### src/rtl/cop_irq_pkg.sv
package cop_irq_pkg;
  parameter int unsigned REG_W   = 8;
  parameter int unsigned SRC_N   = 4;
  parameter int unsigned COP_BIT = 4;
  parameter int unsigned SUM_BIT = 7;
  parameter logic [REG_W-1:0] RAISE_OP = 8'hA2;

  typedef enum logic {
    SEL_MASK   = 1'b0,
    SEL_STATUS = 1'b1
  } host_sel_e;
endpackage

### src/rtl/cop_irq_decode.sv
module cop_irq_decode
  import cop_irq_pkg::*;
#(
  parameter int unsigned OP_W = REG_W,
  parameter logic [OP_W-1:0] OPCODE = RAISE_OP
) (
  input  logic            op_valid_i,
  input  logic [OP_W-1:0] op_i,
  input  logic            en_i,
  output logic            raise_o
);
  always_comb raise_o = op_valid_i && (op_i == OPCODE) && en_i;
endmodule

### src/rtl/cop_irq_mask_reg.sv
module cop_irq_mask_reg
  import cop_irq_pkg::*;
#(
  parameter int unsigned W = REG_W
) (
  input  logic         clk_i,
  input  logic         rst_ni,
  input  logic         we_i,
  input  logic [W-1:0] wdata_i,
  output logic [W-1:0] q_o
);
  always_ff @(posedge clk_i or negedge rst_ni) begin
    if (!rst_ni)   q_o <= '0;
    else if (we_i) q_o <= wdata_i;
  end
endmodule

### src/rtl/cop_irq_status_reg.sv
module cop_irq_status_reg
  import cop_irq_pkg::*;
#(
  parameter int unsigned W    = REG_W,
  parameter int unsigned NSRC = SRC_N,
  parameter int unsigned CBIT = COP_BIT,
  parameter int unsigned SBIT = SUM_BIT
) (
  input  logic            clk_i,
  input  logic            rst_ni,
  input  logic [NSRC-1:0] src_set_i,
  input  logic            raise_i,
  input  logic            ack_we_i,
  input  logic [W-1:0]    ack_data_i,
  input  logic [W-1:0]    mask_i,
  output logic [W-1:0]    status_o,
  output logic            sum_o
);
  localparam int unsigned PEND_N = CBIT + 1;

  logic [PEND_N-1:0] pend_q;
  logic [PEND_N-1:0] set_v;
  logic [PEND_N-1:0] clr_v;

  always_comb begin
    set_v = '0;
    set_v[NSRC-1:0] = src_set_i;
    set_v[CBIT] = raise_i;
    clr_v = ack_we_i ? ack_data_i[PEND_N-1:0] : '0;
  end

  // set has priority over acknowledge on every bit
  for (genvar i = 0; i < PEND_N; i++) begin : g_bit
    always_ff @(posedge clk_i or negedge rst_ni) begin
      if (!rst_ni)       pend_q[i] <= 1'b0;
      else if (set_v[i]) pend_q[i] <= 1'b1;
      else if (clr_v[i]) pend_q[i] <= 1'b0;
    end
  end

  always_comb begin
    sum_o = |(pend_q & mask_i[PEND_N-1:0]);
    status_o = '0;
    status_o[PEND_N-1:0] = pend_q;
    status_o[SBIT] = sum_o;
  end
endmodule

### src/rtl/cop_irq_line.sv
module cop_irq_line (
  input  logic req_i,
  output logic irq_n_o
);
  // open-drain: pull low while requesting, otherwise released
  always_comb irq_n_o = !req_i;
endmodule

### src/rtl/cop_irq_top.sv
module cop_irq_top
  import cop_irq_pkg::*;
(
  input  logic             clk_i,
  input  logic             rst_ni,
  input  logic             op_valid_i,
  input  logic [REG_W-1:0] op_i,
  input  logic [SRC_N-1:0] src_set_i,
  input  logic             host_we_i,
  input  logic             host_sel_i,
  input  logic [REG_W-1:0] host_wdata_i,
  output logic [REG_W-1:0] mask_o,
  output logic [REG_W-1:0] status_o,
  output logic             irq_n_o
);
  logic raise;
  logic sum;
  logic mask_we;
  logic stat_we;

  always_comb begin
    mask_we = host_we_i && (host_sel_e'(host_sel_i) == SEL_MASK);
    stat_we = host_we_i && (host_sel_e'(host_sel_i) == SEL_STATUS);
  end

  cop_irq_decode u_dec (
    .op_valid_i(op_valid_i),
    .op_i      (op_i),
    .en_i      (mask_o[COP_BIT]),
    .raise_o   (raise)
  );

  cop_irq_mask_reg u_mask (
    .clk_i  (clk_i),
    .rst_ni (rst_ni),
    .we_i   (mask_we),
    .wdata_i(host_wdata_i),
    .q_o    (mask_o)
  );

  cop_irq_status_reg u_stat (
    .clk_i     (clk_i),
    .rst_ni    (rst_ni),
    .src_set_i (src_set_i),
    .raise_i   (raise),
    .ack_we_i  (stat_we),
    .ack_data_i(host_wdata_i),
    .mask_i    (mask_o),
    .status_o  (status_o),
    .sum_o     (sum)
  );

  cop_irq_line u_line (
    .req_i  (sum),
    .irq_n_o(irq_n_o)
  );
endmodule

### config.mk
export PLATFORM = sky130hd
export DESIGN_NAME = cop_irq_top
export DESIGN_NICKNAME = d
export VERILOG_FILES = /design/src/rtl/cop_irq_pkg.sv /design/src/rtl/cop_irq_decode.sv /design/src/rtl/cop_irq_mask_reg.sv /design/src/rtl/cop_irq_status_reg.sv /design/src/rtl/cop_irq_line.sv /design/src/rtl/cop_irq_top.sv
export SDC_FILE = /design/constraint.sdc
export NUM_CORES = 1
export LEC_CHECK = 0
export ABC_CLOCK_PERIOD_IN_PS = 2400
export BUFFER_PORTS_ARGS = -buffer_cell sky130_fd_sc_hd__buf_4
export CAP_MARGIN = 20
export CORE_MARGIN = 8
export CORE_UTILIZATION = 42
export CTS_CLUSTER_SIZE = 20
export DETAILED_ROUTE_END_ITERATION = 10
export HOLD_SLACK_MARGIN = 0.12
export PLACE_DENSITY_LB_ADDON = 0.12
export RECOVER_POWER = 25
export SLEW_MARGIN = 10
export SYNTH_ARGS = -nofsm -noshare
export SYNTH_HDL_FRONTEND = slang
export SYNTH_SLANG_ARGS = --single-unit
### constraint.sdc
create_clock -name clk_i -period 2.4 [get_ports clk_i]
set_input_delay 0.36 -clock clk_i [delete_from_list [all_inputs] [get_ports clk_i]]
set_output_delay 0.36 -clock clk_i [all_outputs]
set_load 0.01 [all_outputs]
==> flow_metrics.tcl, run 1 <==
set metrics [dict create \
    run_status "completed" \
    cts_tree "built" \
    fillCellCount 126 \
    final_cell_area_um2 926 \
    syn_inst 45 \
    avgViaCountPerCell 5.04 \
    max_freq_mhz 552 \
    grt_pass1_vias 589 \
    synth_area_leader_cell "dfrtp_1" \
    root_buffer "clkbuf_4" \
    hold_viol 0 \
    numCtsBuffers 3 \
    synth-seq-cells 13 \
    port_buffers 39 \
    antenna_found_initial 0 \
    worstPathMaxFanout 3 \
    fin_setup_tns_ps 0 \
    die-area_mm2 0.00296 \
    postCtsSetupBuffers 0 \
    slew_headroom_pct 54.3 \
    clkSinkCount 13 \
    htreeDepth 1 \
    placed_cells_incl_taps 96 \
    leakagePower_nw 0.454 \
    synth.top_cell.area_share_pct 52.6 \
    placedInstanceArea_um2 893 \
    seqCellArea_um2 325 \
    hp-class "input pin to flip-flop" \
    fp.dieH_um 54.4 \
    critPathSlowestCell "a222oi_1" \
    num_vias 509 \
    core_area_mm2 0.00144 \
    drive_gt1_share_pct 58.8 \
    p_int_w 0.000403 \
    cts_hold_buffers 1 \
    worstPathRequired_ps 2040 \
    die_w_um 54.4 \
    rows 14 \
    critPathCaptureType "primary output" \
    combPwrFrac_pct 27.7 \
    grt_use_total_pct 12.1 \
    crit_type "flip-flop to primary output" \
    tightestPinTransition_ps 685 \
    max-vdd-ir-drop_v 0.000321 \
    synth_area_leaders "dfrtp_1 (53%), mux2_4 (19%), a21o_1 (4.9%)" \
    p_sw_share_pct 26.1 \
    drc_errors 0 \
    p_seq_share_pct 48.0 \
    p_clk_share_pct 24.3 \
    io_pins 42 \
    ys_seq_area_share_pct 52.6 \
    grt_overflow 0 \
    grt_pass1_wl_mm 2.56 \
    cts_buffer_depth 2 \
    cts_resized 0 \
    wirelength_mm 1.62 \
    power_w 0.000546 \
    clkTransAtPathRegs_ps 80 \
    maxCapViolations 0 \
    cellPowerDensity_mw_per_mm2 589 \
    wire_per_inst_um 16.0 \
    n_antenna_cell 0 \
    crit_chain "a222oi_1 -> and2_1 -> buf_4" \
    avgSynthCellArea_um2 13.7 \
    syn_to_final_growth_pct 49.8 \
    syn_area_um2 618 \
    drtAntennaViolNets 0 \
    final_cells 101 \
    gp_congestion 0.726 \
    final_nets 111 \
    skew_ps 0.0675 \
    arrival_ps 1450 \
    clk_latency_ps 270 \
    post-dp-hpwl_mm 1.34 \
    grt_max_degree 14 \
    slew_viol_final 0 \
    drtPass1Iterations 4 \
    fin_crit_sh_pct 75.5 \
    synthDistinctLibCells 15 \
    post-route-min-period_ps 1810 \
    yosys_warnings 0 \
    start_kind "flip-flop" \
    setup_viol 0 \
    start_util_pct 43.0 \
    rsz0062_at_grt "false" \
    drt-initial-drc-count 5 \
    multi_input_area_um2 255 \
    p_sw_w 0.000142 \
    cp_slowest_stage_delay_ps 460 \
]
## through the flow
| step | hold WS, ps | worst slack [ps] | util, % |
|---|---|---|---|
| 5_1_grt | 255 | 500 | 64.5 |
| 3_5_place_dp | 214 | 921 | 62.2 |
| 3_3_place_gp | 212 | 912 | 62.2 |
| 4_1_cts | 244 | 593 | 64.7 |
| 6_report | 257 | 587 | 64.5 |
| 2_1_floorplan | 64.4 | 1060 | - |
## cell families (layout without fill, tap and decap cells)
kind of cell	count (synthesis)	in the layout	share of synthesized area, %
muxes	8	8	19.4
other	1	2	0.607
and+or+nand+nor	11	11	11.3
AOI/OAI and AO/OA	7	7	9.31
buffers and inverters	5	44	6.68
DFF	13	13	52.6
## sequential cells by signal, summed over array words and instances, names as in the netlist
register and flops:
u_mask.q_o 8, u_stat.status_o 5
## routing by layer
metal  up-vias  routed length [um]  global-route usage (%)
met5         -                   0                       0
met4         0                  10                    6.15
met3         2                 257                    7.07
met2        29                 645                    17.0
met1       240                 705                    14.3
li1        238                   -                       -
## layout make-up
type / count / share of cell area, %
Clock buffer: 4 / 2.84
Timing Repair Buffer: 40 / 32.3
Multi-Input combinational cell: 28 / 27.6
Sequential cell: 13 / 35.1
Tap cell: 16 / 2.16
## final timing paths
kind	startpoint	end	slack (ps)	cells after the start
worst max register to register	u_mask.q_o[4]	u_stat.status_o[4]	1490	2
min in group asynchronous	rst_ni	u_mask.q_o[5]	650	2
worst min-delay path	src_set_i[1]	u_stat.status_o[1]	260	2
max in group asynchronous	rst_ni	u_stat.status_o[3]	1320	2
worst max-delay path	u_stat.status_o[0]	irq_n_o	590	3
worst min register to register	u_stat.status_o[1]	u_stat.status_o[1]	510	1
## cell usage after synthesis
cell type	number
conb_1	1
buf_6	1
dfrtp_1	13
nand3_1	5
nand2_1	1
and2_1	1
mux2_4	8
nor4bb_1	2
a222oi_1	1
a21o_1	4
nor2b_2	1
buf_4	4
a32o_1	1
a22oi_1	1
nor2b_1	1
## power groups by stage
| stage | combinational, W | sequential [W] | clock [W] |
|---|---|---|---|
| after floorplan | 0.0000647 | 0.000272 | 0 |
| after global placement | 0.000150 | 0.000266 | 0 |
| after detailed placement | 0.000152 | 0.000267 | 0 |
| after CTS | 0.000154 | 0.000262 | 0.000141 |
| after global routing | 0.000163 | 0.000265 | 0.000150 |
| final | 0.000151 | 0.000262 | 0.000133 |
## critical path, delay by kind of cell (launching register included)
family	cells	cell delay, ps
AOI/OAI and AO/OA	1	460
DFF	1	410
and+or+nand+nor	1	190
buffers and inverters	1	120
## cells in the final DEF (no fill, tap or decap)
cell type	count
clkbuf_4	3
and2_1	1
dfrtp_1	13
a21o_1	4
buf_4	38
clkbuf_1	2
nand3_1	5
a22oi_1	1
nor2b_1	1
nand2_1	1
nor2b_2	1
dlygate4sd3_1	1
conb_1	2
a222oi_1	1
a32o_1	1
nor4bb_1	2
mux2_4	8
No activity file was read; power rests on OpenSTA's default activity.
==> inputs of run 2 (changes only) <==
--- a/config.mk
+++ b/config.mk
@@ -5,11 +5,12 @@
 export SDC_FILE = /design/constraint.sdc
 export NUM_CORES = 1
 export LEC_CHECK = 0
-export ABC_CLOCK_PERIOD_IN_PS = 2400
+export ABC_AREA = 1
+export ABC_CLOCK_PERIOD_IN_PS = 1700
 export BUFFER_PORTS_ARGS = -buffer_cell sky130_fd_sc_hd__buf_4
 export CAP_MARGIN = 20
 export CORE_MARGIN = 8
-export CORE_UTILIZATION = 42
+export CORE_UTILIZATION = 40
 export CTS_CLUSTER_SIZE = 20
 export DETAILED_ROUTE_END_ITERATION = 10
 export HOLD_SLACK_MARGIN = 0.12
==> constraint.sdc (replaced) <==
create_clock -name clk_i -period 1.7 [get_ports clk_i]
set_input_delay 0.255 -clock clk_i [delete_from_list [all_inputs] [get_ports clk_i]]
set_output_delay 0.255 -clock clk_i [all_outputs]
set_load 0.01 [all_outputs]
==> flow_metrics.tcl, run 2 <==
set metrics [dict create \
    fin_setup_tns_ps 0 \
    fillCellCount 151 \
    syn_to_final_growth_pct 47.8 \
    run_status "completed" \
    num_vias 606 \
    maxCapViolations 0 \
    cts_tree "built" \
    avgViaCountPerCell 4.46 \
    final_cells 136 \
    ys_seq_area_share_pct 50.5 \
    antenna_found_initial 0 \
    layout_common_cells "buf_4 (38), nand2_1 (25), inv_1 (14), dfrtp_1 (13)" \
    leakagePower_nw 0.542 \
    port_buffers 39 \
    root_buffer "clkbuf_4" \
    synth_xor_area_share_pct 0 \
    n_antenna_cell 0 \
    htreeDepth 1 \
    grt.busiest_layer "met2" \
    syn_inst 80 \
    drc_errors 0 \
    synth_most_common_cell "nand2_1" \
    arrival_ps 1150 \
    rows 14 \
    synth_mux_area_share_pct 0 \
    fp.dieH_um 56.1 \
    tightestPinTransition_ps 673 \
    synth-edff-count 0 \
    drive_gt1_share_pct 40.8 \
    yosys_warnings 0 \
    critPathCaptureType "primary output" \
    die_w_um 56.1 \
    syn_area_um2 644 \
    worstPathRequired_ps 1440 \
    post-route-min-period_ps 1400 \
    skew_ps 0.363 \
    gp_congestion 0.682 \
    drtPass1Iterations 3 \
    wire_per_inst_um 11.6 \
    use_met2_pct 16.3 \
    start_kind "flip-flop" \
    largest_register_ffs 8 \
    power_w 0.000742 \
    core_area_mm2 0.00151 \
    synth-async-reset-ratio_pct 100 \
    max_freq_mhz 714 \
    drt-initial-drc-count 3 \
    slew_headroom_pct 55.1 \
    synth_area_leader_cell "dfrtp_1" \
    synth_top_family_by_area "simple AND/OR/NAND/NOR gates" \
    met3_usage_pct 5.02 \
    rsz0062_at_grt "false" \
    synth_common_cells "nand2_1 (25), inv_1 (14), dfrtp_1 (13)" \
    clkSinkCount 13 \
    synth-simple-area-share_pct 23.7 \
    grt_max_degree 14 \
    hp-class "input pin to flip-flop" \
    post-dp-hpwl_mm 1.32 \
    cts_resized 0 \
    clkTransAtPathRegs_ps 80 \
    die-area_mm2 0.00315 \
    grt_pass1_vias 626 \
    fin_crit_sh_pct 82.4 \
    start_util_pct 42.8 \
    slew_viol_final 0 \
    critPathSlowestCell "dfrtp_1" \
    cp_slowest_stage_delay_ps 400 \
    final_nets 146 \
    io_pins 42 \
    placed_cells_incl_taps 131 \
    setup_viol 0 \
    crit_type "flip-flop to primary output" \
    wirelength_mm 1.58 \
    synthDistinctLibCells 11 \
    grt_overflow 0 \
    synth.top_cell.area_share_pct 50.5 \
    max-vdd-ir-drop_v 0.000458 \
    cts_buffer_depth 2 \
    grt_use_total_pct 10.2 \
    hold_viol 0 \
    use_met1_pct 10.8 \
    hold-worst-slack_ps 167 \
    largest-register "u_mask.q_o" \
    synth-compound-area-share_pct 10.7 \
    avgSynthCellArea_um2 8.05 \
    synth-seq-cells 13 \
    worstPathMaxFanout 3 \
    clk_latency_ps 270 \
    cellPowerDensity_mw_per_mm2 779 \
    synth_area_leaders "dfrtp_1 (50%), nand2_1 (15%), inv_1 (8.2%)" \
    layout_commonest_cell "buf_4" \
    crit_chain "nand2_1 -> nand3_1 -> nor2_1 -> inv_1 -> buf_4" \
    drtAntennaViolNets 0 \
    ys.flop_type "dfrtp_1" \
    yosys.area_share.adder_pct 0 \
    numCtsBuffers 3 \
    grt_pass1_wl_mm 2.65 \
]
run 2: cell types whose count changed in the layout (fill, tap and decap cells not counted), sizes merged, moves of 4 or more:
cell / change
a21o: -4
inv: +14
mux2: -8
nand2: +27
nor2: +4
o21ai: +10
run 2: final timing paths:
check	start	endpoint	slack, ps	depth (start not counted)
worst max-delay path	u_stat.status_o[1]	status_o[7]	300	5
worst min-delay path	src_set_i[1]	u_stat.status_o[1]	170	3
worst max register to register	u_mask.q_o[4]	u_stat.status_o[4]	940	4
worst min register to register	u_mask.q_o[7]	u_mask.q_o[7]	480	2
max in group asynchronous	rst_ni	u_stat.status_o[3]	750	2
min in group asynchronous	rst_ni	u_mask.q_o[7]	520	2
run 2: layout make-up:
class	instances	area, um^2	share of cell area [%]
timing repair buffer	40	299	31.4
tap	16	20.0	2.10
sequential	13	325	34.2
inverter	14	52.6	5.52
multi-input combinational	49	229	24.0
clock buffer	4	26.3	2.76
run 2: cell families (layout without fill, tap and decap cells):
family,count (synthesis),after routing
other,1,2
flip-flops,13,13
AO/OA/AOI/OAI,10,10
buffers and inverters,19,58
AND/OR/NAND/NOR,37,37
run 2: repair_timing:
| action | CTS | global route |
|---|---|---|
| endpoints found under the hold margin | 13 | 0 |
| buffers inserted | 0 | 0 |
| hold buffers | 1 | 0 |
run 2: critical path: cells and delay by family (launching register included):
kind | cells | cell delay, ps
AND/OR/NAND/NOR | 3 | 290
flip-flops | 1 | 400
buffers and inverters | 2 | 190
run 2: through the flow:
step           utilization, %  area [um^2]  setup WS, ps
6_report                 63.2          952           299
5_1_grt                  63.2          952           167
4_1_cts                  63.5          956           273
3_5_place_dp             61.0          920           578
3_3_place_gp             61.0          920           602
2_1_floorplan               -          648           507
run 2: routing by layer:
| metal | routed length (um) | vias to the layer above | share of wire [%] |
|---|---|---|---|
| met3 | 165 | 2 | 10 |
| met4 | 14 | 0 | 0.88 |
| met1 | 624 | 265 | 39 |
| li1 | - | 317 | - |
| met5 | 0 | - | 0 |
| met2 | 778 | 22 | 49 |
run 2: where the power goes:
part / switching, W / total, W / internal, W
Combinational: 0.0000906 / 0.000197 / 0.000106
Sequential: 0.0000212 / 0.000359 / 0.000338
Clock: 0.0000955 / 0.000186 / 0.0000907
==> inputs of run 3 (changes only) <==
--- a/config.mk
+++ b/config.mk
@@ -6,11 +6,11 @@
 export NUM_CORES = 1
 export LEC_CHECK = 0
 export ABC_AREA = 1
-export ABC_CLOCK_PERIOD_IN_PS = 1700
+export ABC_CLOCK_PERIOD_IN_PS = 1200
 export BUFFER_PORTS_ARGS = -buffer_cell sky130_fd_sc_hd__buf_4
 export CAP_MARGIN = 20
 export CORE_MARGIN = 8
-export CORE_UTILIZATION = 40
+export CORE_UTILIZATION = 36
 export CTS_CLUSTER_SIZE = 20
 export DETAILED_ROUTE_END_ITERATION = 10
 export HOLD_SLACK_MARGIN = 0.12
==> constraint.sdc (replaced) <==
create_clock -name clk_i -period 1.2 [get_ports clk_i]
set_input_delay 0.18 -clock clk_i [delete_from_list [all_inputs] [get_ports clk_i]]
set_output_delay 0.18 -clock clk_i [all_outputs]
set_load 0.01 [all_outputs]
==> flow_metrics.tcl, run 3 (synthesis gave the netlist of run 2 again) <==
set metrics [dict create \
    hold_viol 0 \
    cellPowerDensity_mw_per_mm2 1050 \
    core_area_mm2 0.00171 \
    root_buffer "clkbuf_4" \
    slew_headroom_pct 54.2 \
    drt-initial-drc-count 15 \
    drive_gt1_share_pct 43.8 \
    cts_tree "built" \
    layout_commonest_cell "buf_4" \
    layout_common_cells "buf_4 (39), nand2_1 (25), inv_1 (14), dfrtp_1 (13)" \
    clkSinkCount 13 \
    hold-worst-slack_ps 128 \
    grt_use_total_pct 10.8 \
    use_met2_pct 17.5 \
    crit_type "flip-flop to primary output" \
    worst_r2r_path_depth 4 \
    placed_cells_incl_taps 140 \
    die_w_um 58.3 \
    htreeDepth 1 \
    r2r_start "u_stat.status_o[1]" \
    grt_pass1_wl_mm 2.79 \
    use_met1_pct 11.2 \
    avgViaCountPerCell 4.14 \
    fin_setup_tns_ps -163 \
    combPwrFrac_pct 29.4 \
    numCtsBuffers 3 \
    start_kind "flip-flop" \
    drtPass1Iterations 4 \
    met3_usage_pct 5.00 \
    arrival_ps 1120 \
    grt_overflow 0 \
    run_status "finished, violations left" \
    p_sw_w 0.000323 \
    clkTransAtPathRegs_ps 90 \
    min_to "u_mask.q_o[6]" \
    holdPathStages 3 \
    drc_errors 0 \
    drtAntennaViolNets 0 \
    p_sw_share_pct 29.2 \
    p_int_w 0.000784 \
    gp_congestion 0.764 \
    clk_latency_ps 280 \
    largest_register_ffs 8 \
    min_from "host_wdata_i[6]" \
    io_pins 42 \
    fin_crit_sh_pct 108 \
    rsz0062_at_grt "true" \
    syn_to_final_growth_pct 63.5 \
    power_w 0.00111 \
    tightestPinTransition_ps 688 \
    die-area_mm2 0.00340 \
    leakagePower_nw 0.586 \
    num_vias 634 \
    fp.dieH_um 58.3 \
    hp-class "input pin to flip-flop" \
    max_freq_mhz 770 \
    violations "negative setup slack" \
    largest-register "u_mask.q_o" \
    p_clk_share_pct 25.1 \
    start_util_pct 37.7 \
    cts_buffer_depth 2 \
    worstPathRequired_ps 1020 \
    maxCapViolations 0 \
    grt_max_degree 14 \
    regToRegEndpoint "u_stat.status_o[1]" \
    rows 15 \
    max-vdd-ir-drop_v 0.000594 \
    final_cells 153 \
    p_seq_share_pct 45.6 \
    final_nets 154 \
    post-dp-hpwl_mm 1.34 \
    skew_ps 0.0127 \
    port_buffers 39 \
    fin_ws_ps -99.4 \
    worstPathMaxFanout 2 \
    slew_viol_final 0 \
    post-route-min-period_ps 1300 \
    setup_viol 3 \
    wire_per_inst_um 11.0 \
    grt.busiest_layer "met2" \
    grt_pass1_vias 638 \
    wirelength_mm 1.69 \
    r2r_setup_slack_ps 330 \
    fillCellCount 158 \
    antenna_found_initial 0 \
    critPathCaptureType "primary output" \
    n_antenna_cell 0 \
    final_util_pct 61.7 \
]
[run 3: layout make-up]
class / count / area, um^2 / share of cell area (%)
Timing Repair Buffer: 48 / 380 / 36.1
Sequential cell: 13 / 325 / 30.9
Multi-Input combinational cell: 49 / 236 / 22.4
Inverter: 14 / 52.6 / 4.99
Tap cell: 25 / 31.3 / 2.97
Clock buffer: 3 / 22.5 / 2.14
Clock inverter: 1 / 5.00 / 0.475
[run 3: worst max-delay path by stage]
stage / startpoint / end / depth (start not counted) / slack (ps)
5_1_grt: u_stat.status_o[3] / status_o[7] / 5 / -180
4_1_cts: u_stat.status_o[1] / status_o[7] / 5 / -120
6_report: u_stat.status_o[1] / status_o[7] / 5 / -100
3_3_place_gp: u_mask.q_o[1] / status_o[7] / 5 / 190
2_1_floorplan: u_stat.status_o[1] / status_o[7] / 5 / 80
3_5_place_dp: u_stat.status_o[1] / status_o[7] / 5 / 180
[run 3: power by group through the flow]
stage	clock network (W)	logic (W)	registers, W
2_1_floorplan	0	0.000119	0.000532
3_3_place_gp	0	0.000282	0.000517
3_5_place_dp	0	0.000284	0.000518
4_1_cts	0.000290	0.000321	0.000505
5_1_grt	0.000308	0.000359	0.000512
6_report	0.000277	0.000325	0.000504
[run 3: what timing repair did]
| action | in CTS | in global routing |
|---|---|---|
| hold buffers | 5 | 0 |
| endpoints found under the setup margin | 2 | 2 |
| hold endpoints to repair | 17 | 0 |
| setup buffers | 3 | 1 |
| pin swaps | 0 | 3 |
| resized for setup | 1 | 4 |
[run 3: per-layer routing]
layer  wire length, um  vias up
met5                 0        -
met4                45        0
met3               130        4
met2               814       24
met1               698      274
li1                  -      332
[run 3: critical path, stage by stage, from the launching register on]
cell and delay [ps]:
dfrtp_1 390, nand2_1 90, nand3_2 70, nor2_2 110, inv_1 50, buf_6 110
[run 3: metrics by stage]
step | cell area (um^2) | setup slack (ps)
4_1_cts | 1030 | -115
3_5_place_dp | 931 | 176
5_1_grt | 1050 | -178
6_report | 1050 | -99.4
3_3_place_gp | 931 | 187
2_1_floorplan | 648 | 82.1
